<file path="config.mk">
export PLATFORM = sky130hd
export DESIGN_NAME = cpx_in_framer
export DESIGN_NICKNAME = d
export VERILOG_FILES = /design/src/rtl/cfr_pkg.sv /design/src/rtl/cfr_edge.sv /design/src/rtl/cfr_seq.sv /design/src/rtl/cfr_wr_stage.sv /design/src/rtl/cpx_in_framer.sv
export SDC_FILE = /design/constraint.sdc
export NUM_CORES = 1
export LEC_CHECK = 0
export ABC_CLOCK_PERIOD_IN_PS = 2300
export BUFFER_PORTS_ARGS = -buffer_cell sky130_fd_sc_hd__buf_2
export CAP_MARGIN = 40
export CORE_MARGIN = 4
export CORE_UTILIZATION = 37
export CTS_CLUSTER_SIZE = 40
export DETAILED_ROUTE_END_ITERATION = 8
export GPL_TIMING_DRIVEN = 0
export SLEW_MARGIN = 20
export SYNTH_ARGS = -nofsm -noshare
export SYNTH_HDL_FRONTEND = slang
export SYNTH_SLANG_ARGS = --single-unit
</file>
<file path="constraint.sdc">
create_clock -name clk -period 2.3 [get_ports clk]
set_input_delay 0.23 -clock clk [delete_from_list [all_inputs] [get_ports clk]]
set_output_delay 0.23 -clock clk [all_outputs]
set_load 0.01 [all_outputs]
</file>
<file path="src/rtl/cfr_pkg.sv">
package cfr_pkg;
  typedef enum logic [0:0] {
    ST_IDLE    = 1'b0,
    ST_COLLECT = 1'b1
  } cfr_state_e;
endpackage

</file>
<file path="src/rtl/cfr_edge.sv">
module cfr_edge (
  input  logic clk,
  input  logic rst_n,
  input  logic level_in,
  output logic rise_out
);
  logic level_q;

  always_ff @(posedge clk or negedge rst_n) begin
    if (!rst_n) level_q <= 1'b0;
    else        level_q <= level_in;
  end

  assign rise_out = level_in & ~level_q;
endmodule

</file>
<file path="src/rtl/cfr_seq.sv">
module cfr_seq
  import cfr_pkg::*;
#(
  parameter int SAMP_W    = 8,
  parameter int N_SAMPLES = 2048,
  localparam int AW       = $clog2(N_SAMPLES)
) (
  input  logic              clk,
  input  logic              rst_n,
  input  logic              srst_n,
  input  logic              start_rise,
  input  logic              par_mode,
  input  logic [SAMP_W-1:0] din_main,
  input  logic [SAMP_W-1:0] din_re,
  output logic              req_wr,
  output logic              req_last,
  output logic [AW-1:0]     req_addr,
  output logic [SAMP_W-1:0] req_re,
  output logic [SAMP_W-1:0] req_im
);
  localparam logic [AW-1:0] LAST_IDX = AW'(N_SAMPLES - 1);

  cfr_state_e        state_q, state_d;
  logic              phase_q, phase_d;
  logic              mode_q, mode_d;
  logic [AW-1:0]     cnt_q, cnt_d;
  logic [SAMP_W-1:0] hold_q, hold_d;
  logic              hold_en;

  always_comb begin
    state_d  = state_q;
    phase_d  = phase_q;
    mode_d   = mode_q;
    cnt_d    = cnt_q;
    hold_d   = din_main;
    hold_en  = 1'b0;
    req_wr   = 1'b0;
    req_last = 1'b0;
    req_re   = hold_q;
    req_im   = din_main;

    unique case (state_q)
      ST_IDLE: begin
        if (start_rise) begin
          state_d = ST_COLLECT;
          mode_d  = par_mode;
          phase_d = 1'b1;
          if (par_mode) begin
            req_wr = 1'b1;
            req_re = din_re;
          end else begin
            hold_en = 1'b1;
          end
        end
      end
      ST_COLLECT: begin
        if (!phase_q) begin
          phase_d = 1'b1;
          if (mode_q) begin
            req_wr = 1'b1;
            req_re = din_re;
          end else begin
            hold_en = 1'b1;
          end
        end else begin
          phase_d = 1'b0;
          if (!mode_q) req_wr = 1'b1;
        end
      end
      default: state_d = ST_IDLE;
    endcase

    if (req_wr) begin
      if (cnt_q == LAST_IDX) begin
        req_last = 1'b1;
        cnt_d    = '0;
        state_d  = ST_IDLE;
        phase_d  = 1'b0;
      end else begin
        cnt_d = cnt_q + 1'b1;
      end
    end

    if (!srst_n) begin
      state_d  = ST_IDLE;
      phase_d  = 1'b0;
      cnt_d    = '0;
      hold_en  = 1'b0;
      req_wr   = 1'b0;
      req_last = 1'b0;
    end
  end

  assign req_addr = cnt_q;

  always_ff @(posedge clk or negedge rst_n) begin
    if (!rst_n) begin
      state_q <= ST_IDLE;
      phase_q <= 1'b0;
      mode_q  <= 1'b0;
      cnt_q   <= '0;
    end else begin
      state_q <= state_d;
      phase_q <= phase_d;
      mode_q  <= mode_d;
      cnt_q   <= cnt_d;
    end
  end

  always_ff @(posedge clk or negedge rst_n) begin
    if (!rst_n)       hold_q <= '0;
    else if (hold_en) hold_q <= hold_d;
  end
endmodule

</file>
<file path="src/rtl/cfr_wr_stage.sv">
module cfr_wr_stage #(
  parameter int SAMP_W = 8,
  parameter int AW     = 11
) (
  input  logic                clk,
  input  logic                rst_n,
  input  logic                srst_n,
  input  logic                req_wr,
  input  logic                req_last,
  input  logic [AW-1:0]       req_addr,
  input  logic [SAMP_W-1:0]   req_re,
  input  logic [SAMP_W-1:0]   req_im,
  output logic                wr_en,
  output logic [AW-1:0]       wr_addr,
  output logic [2*SAMP_W-1:0] wr_data,
  output logic                blk_ready
);
  logic                wr_en_d, last_d, ready_d, last_q;
  logic                word_en;
  logic [2*SAMP_W-1:0] word_d;

  always_comb begin
    wr_en_d = req_wr & srst_n;
    last_d  = req_last & srst_n;
    ready_d = last_q & srst_n;
    word_en = wr_en_d;
    word_d  = {req_re, req_im};
  end

  always_ff @(posedge clk or negedge rst_n) begin
    if (!rst_n) begin
      wr_en     <= 1'b0;
      last_q    <= 1'b0;
      blk_ready <= 1'b0;
    end else begin
      wr_en     <= wr_en_d;
      last_q    <= last_d;
      blk_ready <= ready_d;
    end
  end

  always_ff @(posedge clk or negedge rst_n) begin
    if (!rst_n) begin
      wr_addr <= '0;
      wr_data <= '0;
    end else if (word_en) begin
      wr_addr <= req_addr;
      wr_data <= word_d;
    end
  end
endmodule

</file>
<file path="src/rtl/cpx_in_framer.sv">
module cpx_in_framer #(
  parameter int SAMP_W    = 8,
  parameter int N_SAMPLES = 2048,
  localparam int AW       = $clog2(N_SAMPLES)
) (
  input  logic                clk,
  input  logic                rst_n,
  input  logic                srst_n,
  input  logic                par_mode,
  input  logic                start_in,
  input  logic [SAMP_W-1:0]   din_main,
  input  logic [SAMP_W-1:0]   din_re,
  output logic                wr_en,
  output logic [AW-1:0]       wr_addr,
  output logic [2*SAMP_W-1:0] wr_data,
  output logic                blk_ready
);
  logic              start_rise;
  logic              req_wr, req_last;
  logic [AW-1:0]     req_addr;
  logic [SAMP_W-1:0] req_re, req_im;

  cfr_edge u_edge (
    .clk      (clk),
    .rst_n    (rst_n),
    .level_in (start_in),
    .rise_out (start_rise)
  );

  cfr_seq #(.SAMP_W(SAMP_W), .N_SAMPLES(N_SAMPLES)) u_seq (
    .clk        (clk),
    .rst_n      (rst_n),
    .srst_n     (srst_n),
    .start_rise (start_rise),
    .par_mode   (par_mode),
    .din_main   (din_main),
    .din_re     (din_re),
    .req_wr     (req_wr),
    .req_last   (req_last),
    .req_addr   (req_addr),
    .req_re     (req_re),
    .req_im     (req_im)
  );

  cfr_wr_stage #(.SAMP_W(SAMP_W), .AW(AW)) u_wr (
    .clk       (clk),
    .rst_n     (rst_n),
    .srst_n    (srst_n),
    .req_wr    (req_wr),
    .req_last  (req_last),
    .req_addr  (req_addr),
    .req_re    (req_re),
    .req_im    (req_im),
    .wr_en     (wr_en),
    .wr_addr   (wr_addr),
    .wr_data   (wr_data),
    .blk_ready (blk_ready)
  );
endmodule

</file>
After elaboration in Yosys (flattened, before gate mapping)

Cells that the tools add are included.

Flip-flop bits (word level): 53
Input bits: 21
Output and inout bits: 29

$add $sub $neg: 1
Eq/ne operators: 2
Muxes and demuxes: 34
Bitwise logic cells: 6
Reduce and logical (&&, ||, !) cells: 1

Operators by type and width:

| operator                                      | count |
|---|---|
| two-way mux 11 bit                            | 3 |
| two-way mux 8 bit                             | 4 |
| two-way mux 1 bit                             | 23 |
| one-hot mux 8 bit (2 select lines)            | 1 |
| adder 11 x 1 -> 11 bit, second input constant | 1 |
| equality test 11 bit, second input constant   | 1 |
| one-hot mux 1 bit (2 select lines)            | 3 |
| AND 1 bit                                     | 4 |
| != test 2 x 1 -> 1 bit, second input constant | 1 |
| inverter 1 bit                                | 2 |
| AND reduction 2 bit                           | 1 |

Longest topological paths before layout

Gate-level depths: netlist (run 1).

Depth after elaboration: 7
Mapped depth: 8
Mapped depth without buffers: 7

Modules after synthesis

From an unflattened synthesis (run 1), not the netlist that was laid out.

Cells, all modules: 188
Area total of the unflattened synthesis: 2,503.7 µm²

By module, submodules not included:

| module       | instances | cells each | area each (µm²) |
|---|---|---|---|
| cfr_seq      | 1         | 123        | 1,288.7 |
| cfr_wr_stage | 1         | 63         | 1,176.1 |
| cfr_edge     | 1         | 2          | 38.8 |

Worst setup path after synthesis (run 1)

OpenSTA, ideal clock, no wires.

Path type: register to register
Start: register u_seq.phase_q
End: register u_seq.cnt_q[1], in the netlist u_seq.req_addr[1]
Library setup time: 122 ps
Data arrival time: 1,532 ps
Required time: 2,178 ps
Setup slack: 646 ps
Stages on the path, launching flop included: 8
Cell sequence: dfrtp_1 -> inv_1 -> ha_1 -> and2_1 -> o21ai_4 -> inv_2 -> buf_2 -> a32o_1

Word-level cells in the longest chain between the ends: 3

Ends and longest elaborated chain:

| what                               | line           | RTL |
|---|---|---|
| start, declared                    | cfr_seq.sv:24  | `logic phase_q, phase_d;` |
| start signal, assigned             | cfr_seq.sv:104 | `phase_q <= phase_d;` |
| two-way mux 1 bit                  | cfr_seq.sv:57  | `if (!phase_q) begin` |
| one-hot mux 1 bit (2 select lines) | cfr_seq.sv:42  | `unique case (state_q)` |
| != test 2 x 1 -> 1 bit (no line)   | -              |  |
| end signal, assigned               | cfr_seq.sv:106 | `cnt_q <= cnt_d;` |
| end, declared                      | cfr_seq.sv:26  | `logic [AW-1:0] cnt_q, cnt_d;` |

Every way passes these cells.
A chain may end at the register's enable or synchronous reset.

Worst setup path after layout (run 1)

Start: register u_seq.phase_q
End: register u_seq.cnt_q[5], in the netlist u_seq.req_addr[5]

The elaborated chain is that of the path after synthesis.

==> metrics list, run 1 <==
- STA puts the critical path data arrival time at 2.07 ns.
* Slew at the pin closest to its max-slew limit: 0.667 ns
- Of all nets on the critical path, the largest fanout is 10.
- The analysis attributes to cell leakage a power of 1.44 nW.
- Depth of the critical timing path with buffers and inverters included: 8
- Master cell of the clock root buffer: sky130_fd_sc_hd__clkbuf_8
- The number of different library cells used by synthesis comes to 36.
- The first global-routing pass estimated 8210 microns of wire.
- Final antenna-violating net count: 0
- Netlist area before placement: 0.00236 sq mm
* # setup viols final: 0
* IO Port Bufs: 49
* Most instantiated flip-flop cell in the synthesis netlist: sky130_fd_sc_hd__dfrtp_1
- Timing would allow up to 530 MHz.
- Run status: complete, no violations
* Path depth of the worst reg2reg path: 8
- The clock network is responsible for 25.8% of the overall power.
* DRC violation total after the first TritonRoute iteration: 76
- Worst Skew: 0.0124 ns
- Warnings, synthesis: 0
* Largest net degree at the start of global routing: 54
* Number of stages on the worst hold path: 1
- Clock latency on the worst-skew pair: 0.31 ns
- Max cap viols: 0
- FILL cells: 603
- Num Clock Sinks: 53
- Clock tree synthesis inserted a total of 5 buffers.
* Critical Path Start Type: flip-flop
- CTS hold repair buffers: 1
* Final net count: 310
- Share of cells above drive strength 1: 27.4%
* Mean area per synthesized cell: 10.3 sq um
- Synthesis handed over a netlist of 230 instances.
* Final total negative setup slack: 0 ns
* PD cells: 786 mW/mm^2
* Final period demand of the worst path: 1.89 ns
- The setup path with the least slack is of type flip-flop to flip-flop.
- Final Instance Count excl. Fillers: 363
- Per-cell via count in the routed design: 4.84
- Headroom to the max-slew limit came out at 55.6%.
- Slowest cell on the critical path: sky130_fd_sc_hd__dfrtp_1
- Congestion Overflow GR: 0
* Num rows: 28
- Number of failing hold endpoints at the final stage: 0
- TritonCTS built the clock tree.
- Register area: 0.00133 sq mm
- Post-CTS repair changed the size of 0 cells.
* Routability Congestion: 0.821
* Kind of cell with the highest combined delay on the critical path: compound AO/OA/AOI/OAI gates
- Switching power total: 0.681 mW
- In this run the vertical extent of the chip is 87.9 microns.
- Worst Setup End Kind: flip-flop
- From synthesis to final layout, the design area changed by 19.0%.
- Counting along the longest clock path gives a buffer depth of 2.
- Counting every net in the synthesized netlist gives 253.
- The worst-case IR drop observed on VDD is 0.344 mV.
- Switching portion of total power: 30.8%
- Setup slack on the worst reg-to-reg path comes out at 0.41 ns.
- Counting flops with an async set or reset pin after synthesis yields a share of 100%.
* Cell count after placement: 354
- For this run, design rule violations remaining after detail routing come to 0.
- After clock tree synthesis, the clock-pin slew on the worst setup and hold paths is 0.10 ns.
* Combinational fraction of design power: 20.7%
- After legalization and detailed placement, the total HPWL measured 3660 microns.
* Number of antenna diodes: 0
* Width of the die: 87.9 microns
- The signal on the critical path passes through inv_1 > ha_1 > and2_1 > o21ai_4 > inv_2 > buf_2 > a31oi_1 > a21oi_1.
* Aggregate global-route resource usage: 13.8%
* Footprint of the multi-input gates: 972 sq um
- Vias in the first global route: 1631
- Post-CTS repair timing setup buffer count: 0
- Initial Utilization: 39.0%
- Number of top-level design ports: 50
- Total iterations of the first detailed-routing run: 4
- Yosys mapped a number of flops with a built-in enable equal to 0.
- Dividing the detail-routed wire length by the instance count gives 14.0 microns.
- For the worst setup path, the data required time is 2.49 ns.
- The synthesized design contains 53 register bits.
- Post-detailed-routing wire length: 5070 microns
* Fraction of the cycle the final worst path needs: 82.0%
- Total internal power: 1.53 mW
- Of the total power, registers draw 53.5%.
- The core region is 0.00606 sq mm.
- The floorplan step defined a die boundary enclosing 0.00772 sq mm.
- The max-slew violation count is 0.
- Part of the Yosys area used for sequential elements: 56.2%
- The number of antenna violations at the first check in global routing is 0.
- On the worst path, the slowest cell contributes a delay of 0.43 ns.
* Number of buffer and inverter instances along the worst setup path: 3
* Unrepaired setup endpoints after global routing: false
* HP Class: input pin to flip-flop
- The clock tree synthesis step divided the H-tree into 2 levels.
- Vias after detailed routing: 1756
[state kept, by name (all words and copies together) (netlist names)]
signal / flops
u_wr.wr_addr: 11
u_seq.hold_q: 8
u_seq.mode_q: 1
u_seq.phase_q: 1
u_wr.last_q: 1
u_wr.blk_ready: 1
u_edge.level_q: 1
u_seq.state_q: 1
u_wr.wr_en: 1
u_wr.wr_data: 16
u_seq.req_addr: 11
[final cells by class]
cell class | instances | share of cell area [%]
plain buffers | 11 | 1.83
clock buffers | 5 | 2.45
clock inverters | 3 | 1.02
inverters | 3 | 0.401
multi-input cells | 163 | 34.6
flip-flops and latches | 53 | 47.2
well taps | 75 | 3.34
repair buffers | 50 | 9.17
[power groups by stage]
stage               Sequential, mW  Clock, mW  Combinational, mW
global route                  1.21      0.623              0.527
finish                        1.18      0.569              0.457
floorplan                     1.24          0              0.207
global placement              1.20          0              0.456
CTS                           1.19      0.593              0.471
detailed placement            1.20          0              0.468
[cells by family (layout without fill, tap and decap cells)]
family / Yosys count / after routing / share of synthesized area [%]
DFF: 53 / 53 / 56.2
AOI/OAI and AO/OA: 32 / 32 / 9.86
xor gates and xnor gates: 4 / 4 / 1.48
muxes: 16 / 16 / 7.21
and+or+nand+nor: 109 / 109 / 21.6
adders and majority gates: 2 / 2 / 1.06
buffers and inverters: 14 / 72 / 2.65
[final timing paths]
check / start / endpoint
worst max-delay path: u_seq.phase_q$_DFF_PN0_ / u_seq.req_addr[5]$_DFFE_PN0P_
worst min-delay path: start_in / u_edge.level_q$_DFF_PN0_
worst max register to register: u_seq.phase_q$_DFF_PN0_ / u_seq.req_addr[5]$_DFFE_PN0P_
worst min register to register: u_wr.last_q$_DFF_PN0_ / u_wr.blk_ready$_DFF_PN0_
max in group asynchronous: rst_n / u_edge.level_q$_DFF_PN0_
min in group asynchronous: rst_n / u_wr.wr_addr[0]$_DFFE_PN0P_
[routing by layer]
| layer | wire [microns] | GRT usage [%] | vias up |
|---|---|---|---|
| met1 | 2520 | 20.1 | 814 |
| met5 | 0 | 0 | - |
| met2 | 2260 | 20.3 | 37 |
| li1 | - | - | 900 |
| met3 | 218 | 3.20 | 5 |
| met4 | 72 | 4.60 | 0 |
[placed cells by master (no fill, tap or decap), types with 2 or more instances in the layout]
master / instances
sky130_fd_sc_hd__o211ai_1: 2
sky130_fd_sc_hd__clkbuf_8: 5
sky130_fd_sc_hd__nand3_1: 6
sky130_fd_sc_hd__mux2i_1: 8
sky130_fd_sc_hd__a211oi_1: 2
sky130_fd_sc_hd__a31oi_1: 8
sky130_fd_sc_hd__nor3_1: 2
sky130_fd_sc_hd__ha_1: 2
sky130_fd_sc_hd__nand2_1: 77
sky130_fd_sc_hd__nand4_1: 2
sky130_fd_sc_hd__and3_1: 5
sky130_fd_sc_hd__clkbuf_1: 5
sky130_fd_sc_hd__and2_1: 6
sky130_fd_sc_hd__dfrtp_1: 53
sky130_fd_sc_hd__buf_4: 2
sky130_fd_sc_hd__buf_2: 53
sky130_fd_sc_hd__inv_1: 2
sky130_fd_sc_hd__a21oi_1: 2
sky130_fd_sc_hd__nor2_1: 4
sky130_fd_sc_hd__mux2_2: 8
sky130_fd_sc_hd__o21ai_0: 12
sky130_fd_sc_hd__xor2_1: 3
[through the flow]
| step | total power [mW] | utilization, % | instance area (sq um) | worst slack, ns | hold WS [ns] |
|---|---|---|---|---|---|
| 2_1_floorplan | 1.45 | - | 2360 | 0.646 | -0.0656 |
| 3_3_place_gp | 1.66 | 44.6 | 2700 | 0.445 | 0.425 |
| 3_5_place_dp | 1.67 | 44.6 | 2700 | 0.428 | 0.318 |
| 4_1_cts | 2.25 | 46.4 | 2810 | 0.400 | 0.0914 |
| 5_1_grt | 2.36 | 46.4 | 2810 | 0.216 | 0.0882 |
| 6_report | 2.21 | 46.4 | 2810 | 0.414 | 0.101 |
[cells in the mapped netlist (all sizes together), types with 3 or more instances]
cell type / instances / area [sq um]
o21ai: 14 / 85.1
nand2: 77 / 289
and3: 5 / 31.3
buf: 6 / 32.5
mux2i: 8 / 80.1
nand3: 6 / 30.0
xor2: 3 / 26.3
inv: 3 / 11.3
dfrtp: 53 / 1330
o211ai: 3 / 27.5
clkbuf: 5 / 18.8
and2: 6 / 37.5
a31oi: 8 / 50.1
nor2: 4 / 15.0
mux2: 8 / 90.1
No activity file was read; power rests on OpenSTA's default activity.
==> run 2: changes to the inputs <==
Settings changed: ABC_CLOCK_PERIOD_IN_PS 2300 to 1600.
Clock period 2.3 ns to 1.6 ns, I/O delays scaled along.
==> run 2 against run 1 <==
Effect of this change: sequential power increased by 44%; first-iteration DRC count decreased by 11%; hold slack got worse by 0.065 ns; the run now ends with setup timing left; critical path type unchanged; critical endpoint is now u_seq.req_addr[7]$_DFFE_PN0P_; register-to-register slack got worse by 0.48 ns; via count increased by 3.2%; routed wire length increased by 2.5%; global-route usage increased by 0.53 points; total power increased by 45%; setup slack got worse by 0.48 ns; clock skew decreased by 0.0022 ns.
==> metrics list, run 2 (synthesis gave the netlist of run 1 again) <==
- The run finished, with violations left.
- Failing checks: setup timing
* Wire length per cell: 14.1 microns
- In the final design database the tool counted 317 nets.
* HP Class: input pin to flip-flop
* PD cells: 1060 mW/mm^2
* Critical R2R Capture: u_seq.req_addr[7]$_DFFE_PN0P_
- Delay of the slowest cell on the worst path: 0.47 ns
* Clock latency on the worst-skew pair: 0.31 ns
- The root buffer cell chosen for the clock tree is sky130_fd_sc_hd__clkbuf_8.
- Min-delay src: start_in
- # setup viols final: 2
* Slew at the pin closest to its max-slew limit: 0.654 ns
- Width of the die: 87.9 microns
- Cells fill 50.0% of the core in the end.
- Per-cell via count in the routed design: 4.90
- Initial Utilization: 39.0%
- For the finished layout, the period the worst path requires is 1.66 ns.
- Aggregate global-route resource usage: 14.4%
* Worst supply voltage drop on vdd: 0.534 mV
* Endpoint, Worst Hold: u_edge.level_q$_DFF_PN0_
- The max-slew violation count came to 0.
- The worst setup path is captured at a flip-flop.
- In this run the static leakage power is 1.50 nW.
- The initialized floorplan defines 28 standard-cell rows.
- Fill cells in the final layout number 581.
* Unrepaired setup endpoints after global routing: true
- The detail route stage leaves a number of antenna-violating nets equal to 0.
* Peak fanout along the critical path: 4
* Number of buffers on the longest clock path: 2
* Worst-path cell chain: inv_2 > ha_4 > and2_4 > o21ai_4 > buf_6 > or4_4 > o211ai_2
* Critical Path Start Type: flip-flop
- Measured against its own limit, the worst slew margin works out to 56.4%.
- R2R Setup Slk: -0.06 ns
* Worst Skew: 0.0102 ns
- Wire length of the first global-routing pass: 8740 microns
- Crit path DAT: 1.90 ns
- Floorplan die area: 0.00772 sq mm
- Entering global routing, the biggest net connects 54 pins.
* Worst setup slack after layout: -0.0647 ns
* DP HPWL: 3610 microns
- Max reg flops: 16
* Total non-filler cell area in the finished layout: 0.00303 sq mm
* Relative area change from synthesis to final layout: 28.3%
* Fraction of the cycle the final worst path needs: 104%
- Post-detailed-routing wire length: 5200 microns
- Drt drc: 0
- The repair_antennas step left the layout with diodes totalling 0.
* CTS HTree Levels: 2
- The worst register-to-register path begins at u_seq.mode_q$_DFFE_PN0P_.
- Footprint of the multi-input gates: 0.00107 sq mm
- Number of failing hold endpoints at the final stage: 0
* Share of cells above drive strength 1: 34.9%
- Ranked by flip-flop count, first place goes to u_wr.wr_data.
* Total cell area at the placement stage: 0.00271 sq mm
- Across the run, the number of max-cap violations was 0.
- Num Clock Sinks: 53
- Die Ht: 87.9 microns
- Congestion Overflow GR: 0
- In this run the count of I/O pins placed on the die edge is 50.
- TritonCTS clock tree: done
- The detailed router finished its first iteration with 68 violations.
- The library cell used most frequently in the layout, excluding fill and tap cells, is sky130_fd_sc_hd__nand2_1.
- Clock-pin slew of the registers on the worst-case setup and hold paths: 0.11 ns
- Kind of cell with the highest combined delay on the critical path: simple AND/OR/NAND/NOR gates
- The number of clock buffers added by TritonCTS is 5.
* Total iterations of the first detailed-routing run: 4
- Input and output buffers added on the ports amount to 49.
- In the layout the commonest cells are sky130_fd_sc_hd__nand2_1, sky130_fd_sc_hd__dfrtp_1, sky130_fd_sc_hd__buf_2.
- Placeable core region: 0.00606 sq mm
* Vias in the first global route: 1826
- At the end of routability-driven placement, the weighted congestion stood at 0.758.
* Number of buffer and inverter instances along the worst setup path: 2
* Number of stages on the worst hold path: 1
- The critical path is of the flip-flop to flip-flop type.
- Path depth of the worst reg2reg path: 7
- Antenna violations before repair: 0
* Dpl ws: -0.262 ns
* Total power of the final layout: 3.21 mW
- The slowest stage of the critical path belongs to the cell sky130_fd_sc_hd__or4_4.
* Critical path required time: 1.83 ns
* Max Clock Freq: 601 MHz
- The detailed router placed 1812 vias in this run.
* Register area: 0.00133 sq mm
run 2: cell count changes in the layout (fill, tap and decap cells not counted), sizes merged:
cell / previous run / this run
inv: 5 / 4
clkinv: 1 / 0
clkbuf: 10 / 6
clkinvlp: 0 / 2
buf: 55 / 66
run 2: final cells by class:
cell class | count | share of cell area (%)
plain buffers | 9 | 3.22
clock buffers | 5 | 2.27
clock inverters | 3 | 0.867
inverters | 3 | 0.372
multi-input cells | 163 | 35.2
flip-flops and latches | 53 | 43.8
well taps | 75 | 3.10
repair buffers | 59 | 11.1
run 2: worst max-delay path by stage:
stage / from / end / cells after the start
floorplan: u_seq.phase_q$_DFF_PN0_ / u_seq.req_addr[1]$_DFFE_PN0P_ / 7
global placement: u_seq.phase_q$_DFF_PN0_ / u_wr.wr_addr[1]$_DFFE_PN0P_ / 8
detailed placement: u_seq.phase_q$_DFF_PN0_ / u_wr.wr_addr[9]$_DFFE_PN0P_ / 8
CTS: u_seq.mode_q$_DFFE_PN0P_ / u_seq.req_addr[7]$_DFFE_PN0P_ / 7
global route: u_seq.mode_q$_DFFE_PN0P_ / u_seq.req_addr[7]$_DFFE_PN0P_ / 7
finish: u_seq.mode_q$_DFFE_PN0P_ / u_seq.req_addr[7]$_DFFE_PN0P_ / 7
run 2: where the power goes:
group | switching, mW | internal [mW] | leakage [nW]
Clock | 0.464 | 0.319 | 0.0423
Combinational | 0.384 | 0.345 | 0.768
Sequential | 0.126 | 1.57 | 0.691
run 2: worst reg2reg max path, delay by kind of cell, from the launching register on:
kind,cells,cell delay [ns]
flip-flops,1,0.39
AO/OA/AOI/OAI,2,0.14
buffers and inverters,2,0.18
AND/OR/NAND/NOR,2,0.62
adder cells (fa/ha/maj),1,0.26
run 2: layer usage:
metal  track usage (%)  up-vias  part of all wire, %
li1                  -      912                    -
met1              19.9      862                   46
met3              2.82        5                  3.8
met2              23.0       33                   49
met5                 0        -                    0
met4              4.18        0                  1.1
run 2: stage by stage:
stage / std cells / setup TNS, ns / hold slack [ns]
3_5_place_dp: 354 / -6.90 / 0.252
3_3_place_gp: 354 / -5.54 / 0.354
4_1_cts: 369 / -0.125 / 0.0232
5_1_grt: 370 / -1.72 / 0.0264
6_report: 370 / -0.0867 / 0.0358
2_1_floorplan: 230 / -0.0152 / -0.136
run 2: repair_timing:
item / 4_1_cts / 5_1_grt
setup buffers: 6 / 2
hold endpoints to repair: 53 / 0
hold buffers: 1 / 0
resized for setup: 8 / 36
setup endpoints to repair: 37 / 47
pin swaps: 4 / 6
cloned: 0 / 1
==> run 3: changes to the inputs <==
Settings changed: ABC_AREA set to 1.
==> run 3 against run 2 <==
Effect of this change: the flow now finishes without violations; setup slack gained 0.20 ns; combinational power up 4.4%; clock skew shrank 0.0064 ns; critical path depth is the same; via count increased by 19%.
==> metrics list, run 3 <==
* Commonest non-fill, non-tap cell in the layout: sky130_fd_sc_hd__nand2_1
* Vias in the first global route: 2132
- The worst pin sits at a relative slew slack of 55.5%.
- Final period demand of the worst path: 1.47 ns
- Critical Path Start Type: flip-flop
* Warnings, synthesis: 0
- After synthesis, the share of flip-flops with an asynchronous set or reset is 100%.
- Wire length of the first global-routing pass: 9700 microns
* Netlist area before placement: 0.00258 sq mm
* Top area cells in the synthesized netlist: sky130_fd_sc_hd__dfrtp_1, sky130_fd_sc_hd__nand2_1, sky130_fd_sc_hd__inv_1, sky130_fd_sc_hd__o21ai_0, sky130_fd_sc_hd__nand3_1
- The detailed router finished its first iteration with 81 violations.
* Worst supply voltage drop on vdd: 0.464 mV
* Number of distinct library cells after synthesis: 27
- Setup violations remaining at the end of the flow were counted as 0.
- The floorplan step defined a die boundary enclosing 0.00838 sq mm.
* Number of failing hold endpoints at the final stage: 0
* DP HPWL: 4160 microns
* Initial Utilization: 38.0%
- Largest register by flop count: u_wr.wr_data
- The repair_antennas step left the layout with diodes totalling 0.
- Number of top-level design ports: 50
* Post-synthesis cell count: 324
- Congestion Overflow GR: 0
- Width of the die: 91.5 microns
- Routability Congestion: 0.793
- Of all nets on the critical path, the largest fanout is 10.
* Number of enable flip-flop cells after synthesis: 0
- Number of buffers on the longest clock path: 2
- At the end of the flow, the number of nets in the layout was 403.
- Top cell type's share of synthesized area: 51.4%
* Num Clock Sinks: 53
- In the final routed layout, each cell accounts on average for 11.9 microns.
- For this block, the via count after detailed routing is 2152.
- Num rows: 30
* Cell type with the highest aggregate area in the netlist: sky130_fd_sc_hd__dfrtp_1
- Antenna violations before repair: 0
- For the worst-skew pair, the clock arrives at the later sink with an insertion delay of 0.30 ns.
- The clock arrives with 0.00385 ns of skew.
- Total iterations of the first detailed-routing run: 4
* Max cap viols: 0
* Share of cells above drive strength 1: 22.9%
- The area growth from synthesis to layout is 19.4%.
- The max-slew violation count came to 0.
- Data on the critical path arrives at its endpoint at 1.72 ns.
- Post-CTS timing repair inserted 0 buffers for setup.
- The register with the most flip-flops in the layout has 16 of them.
- Die Ht: 91.5 microns
* Mean area per synthesized cell: 7.97 sq um
- Across every metal layer, demand over resource in global routing totals 14.2%.
- For this run, the register share of the synthesized area comes to 51.4%.
* TritonCTS clock tree: done
- STA puts the critical path data required time at 1.85 ns.
* Slew at the pin closest to its max-slew limit: 0.667 ns
- Fraction of the cycle the final worst path needs: 91.7%
- Setup repair after global routing left no endpoint under its margin.
- The synthesized design contains 53 register bits.
- Master cell of the clock root buffer: sky130_fd_sc_hd__clkbuf_8
* CTS HTree Levels: 2
* PD cells: 1030 mW/mm^2
* Clock-pin slew of the registers on the worst-case setup and hold paths: 0.09 ns
- For this run, design rule violations remaining after detail routing come to 0.
* HP Class: input pin to flip-flop
* Run status: complete, no violations
- Entering global routing, the biggest net connects 54 pins.
- The number of nets in the synthesized netlist is 347.
- For this block, the routed nets add up to 5660 microns of wire.
- Critical path start-end classification: flip-flop to flip-flop
- The analysis attributes to cell leakage a power of 1.67 nW.
- Final antenna-violating net count: 0
* Final total negative setup slack: 0 ns
* Most used standard cell by instance count after synthesis: sky130_fd_sc_hd__nand2_1
* Highest-count cells in the layout ignoring fill and taps: sky130_fd_sc_hd__nand2_1, sky130_fd_sc_hd__dfrtp_1, sky130_fd_sc_hd__buf_2
- Counting the buffers created by CTS gives 5.
- IO Port Bufs: 48
- Total power of the final layout: 3.18 mW
- Max Clock Freq: 681 MHz
- Dividing the detail-routed via count by the number of cells gives 4.52.
- Worst Setup End Kind: flip-flop
* Placeable core region: 0.00679 sq mm
- Most used standard cells in the synthesized netlist: sky130_fd_sc_hd__nand2_1, sky130_fd_sc_hd__dfrtp_1, sky130_fd_sc_hd__inv_1
* Most instantiated flip-flop cell in the synthesis netlist: sky130_fd_sc_hd__dfrtp_1
## run 3: changes by cell type in the layout (fill, tap and decap cells not counted), moves of 5 or more
cell and change:
sky130_fd_sc_hd__and3_1 -5, sky130_fd_sc_hd__nand3_1 +13, sky130_fd_sc_hd__a21oi_1 +7, sky130_fd_sc_hd__buf_4 -5, sky130_fd_sc_hd__and2_1 -5, sky130_fd_sc_hd__mux2_2 -8, sky130_fd_sc_hd__inv_1 +36, sky130_fd_sc_hd__o21ai_0 +15
sky130_fd_sc_hd__o21ai_1 +8, sky130_fd_sc_hd__nand2_1 +44, sky130_fd_sc_hd__mux2i_1 -8, sky130_fd_sc_hd__nor2_1 +6, sky130_fd_sc_hd__a31oi_1 -5
## run 3: worst paths after layout
check                                   startpoint  slack [ns]                        endpoint  depth (start not counted)
setup / recovery           u_seq.phase_q$_DFF_PN0_        0.13     u_wr.wr_addr[2]$_DFFE_PN0P_                          7
hold / removal                         din_main[0]        0.07     u_wr.wr_data[0]$_DFFE_PN0P_                          3
setup reg to reg           u_seq.phase_q$_DFF_PN0_        0.13     u_wr.wr_addr[2]$_DFFE_PN0P_                          7
hold reg to reg              u_wr.last_q$_DFF_PN0_        0.45        u_wr.blk_ready$_DFF_PN0_                          2
max in group asynchronous                    rst_n        0.73  u_seq.req_addr[10]$_DFFE_PN0P_                          2
min in group asynchronous                    rst_n        0.43        u_seq.mode_q$_DFFE_PN0P_                          2
## run 3: layout make-up
class	count	area, sq um
Buffer	10	80.1
Clock buffer	6	82.6
Clock inverter	1	7.51
Fill cell	693	3710
Inverter	42	163
Multi-Input combinational cell	218	1040
Sequential cell	53	1330
Tap cell	96	120
Timing Repair Buffer	50	263
## run 3: worst max-delay path, cell delays in order, from the launching register on
cell and delay [ns]:
sky130_fd_sc_hd__dfrtp_1 0.39, sky130_fd_sc_hd__inv_2 0.10, sky130_fd_sc_hd__ha_4 0.20, sky130_fd_sc_hd__or2_4 0.24
sky130_fd_sc_hd__nand3_4 0.13, sky130_fd_sc_hd__buf_4 0.22, sky130_fd_sc_hd__nand2_1 0.07, sky130_fd_sc_hd__nand2_1 0.06
## run 3: stage by stage
step                      cell area [sq um]  std cells  hold slack [ns]  util (%)  setup WS, ns
after detailed placement               2940        468            0.250      43.3        0.0418
after global routing                   3080        476           0.0636      45.4        0.0188
after CTS                              3050        477           0.0554      45.0       0.00291
after global placement                 2940        468            0.310      43.3        0.0643
after floorplan                        2580        324           -0.136         -         0.165
final                                  3080        476           0.0676      45.4         0.132
## run 3: routing by layer
layer	global-route usage [%]	part of all wire [%]	routed length, microns	vias up
met5	0	0	0	-
met4	4.52	1.2	70	0
met3	2.73	3.3	184	7
met2	23.9	48	2690	42
met1	18.3	48	2710	983
li1	-	-	-	1120
## run 3: what timing repair did
item | 4_1_cts | 5_1_grt
endpoints found under the setup margin | 0 | 38
gates resized for setup | 0 | 9
hold buffers | 2 | 0
hold endpoints to repair | 54 | 0
## run 3: logic make-up (layout without fill, tap and decap cells)
logic type	Yosys count	count (layout)	share of synthesized area [%]
flip-flops	53	53	51.4
buffers and inverters	53	109	9.74
AND/OR/NAND/NOR	166	166	27.5
XOR/XNOR	1	1	0.339
AO/OA/AOI/OAI	49	49	10.0
adder cells (fa/ha/maj)	2	2	0.969
## run 3: report_power, final
part	internal (mW)	switching, mW	leakage (nW)
Sequential	1.54	0.106	0.688
Clock	0.343	0.435	0.0433
Combinational	0.314	0.446	0.937
Total	2.20	0.986	1.67
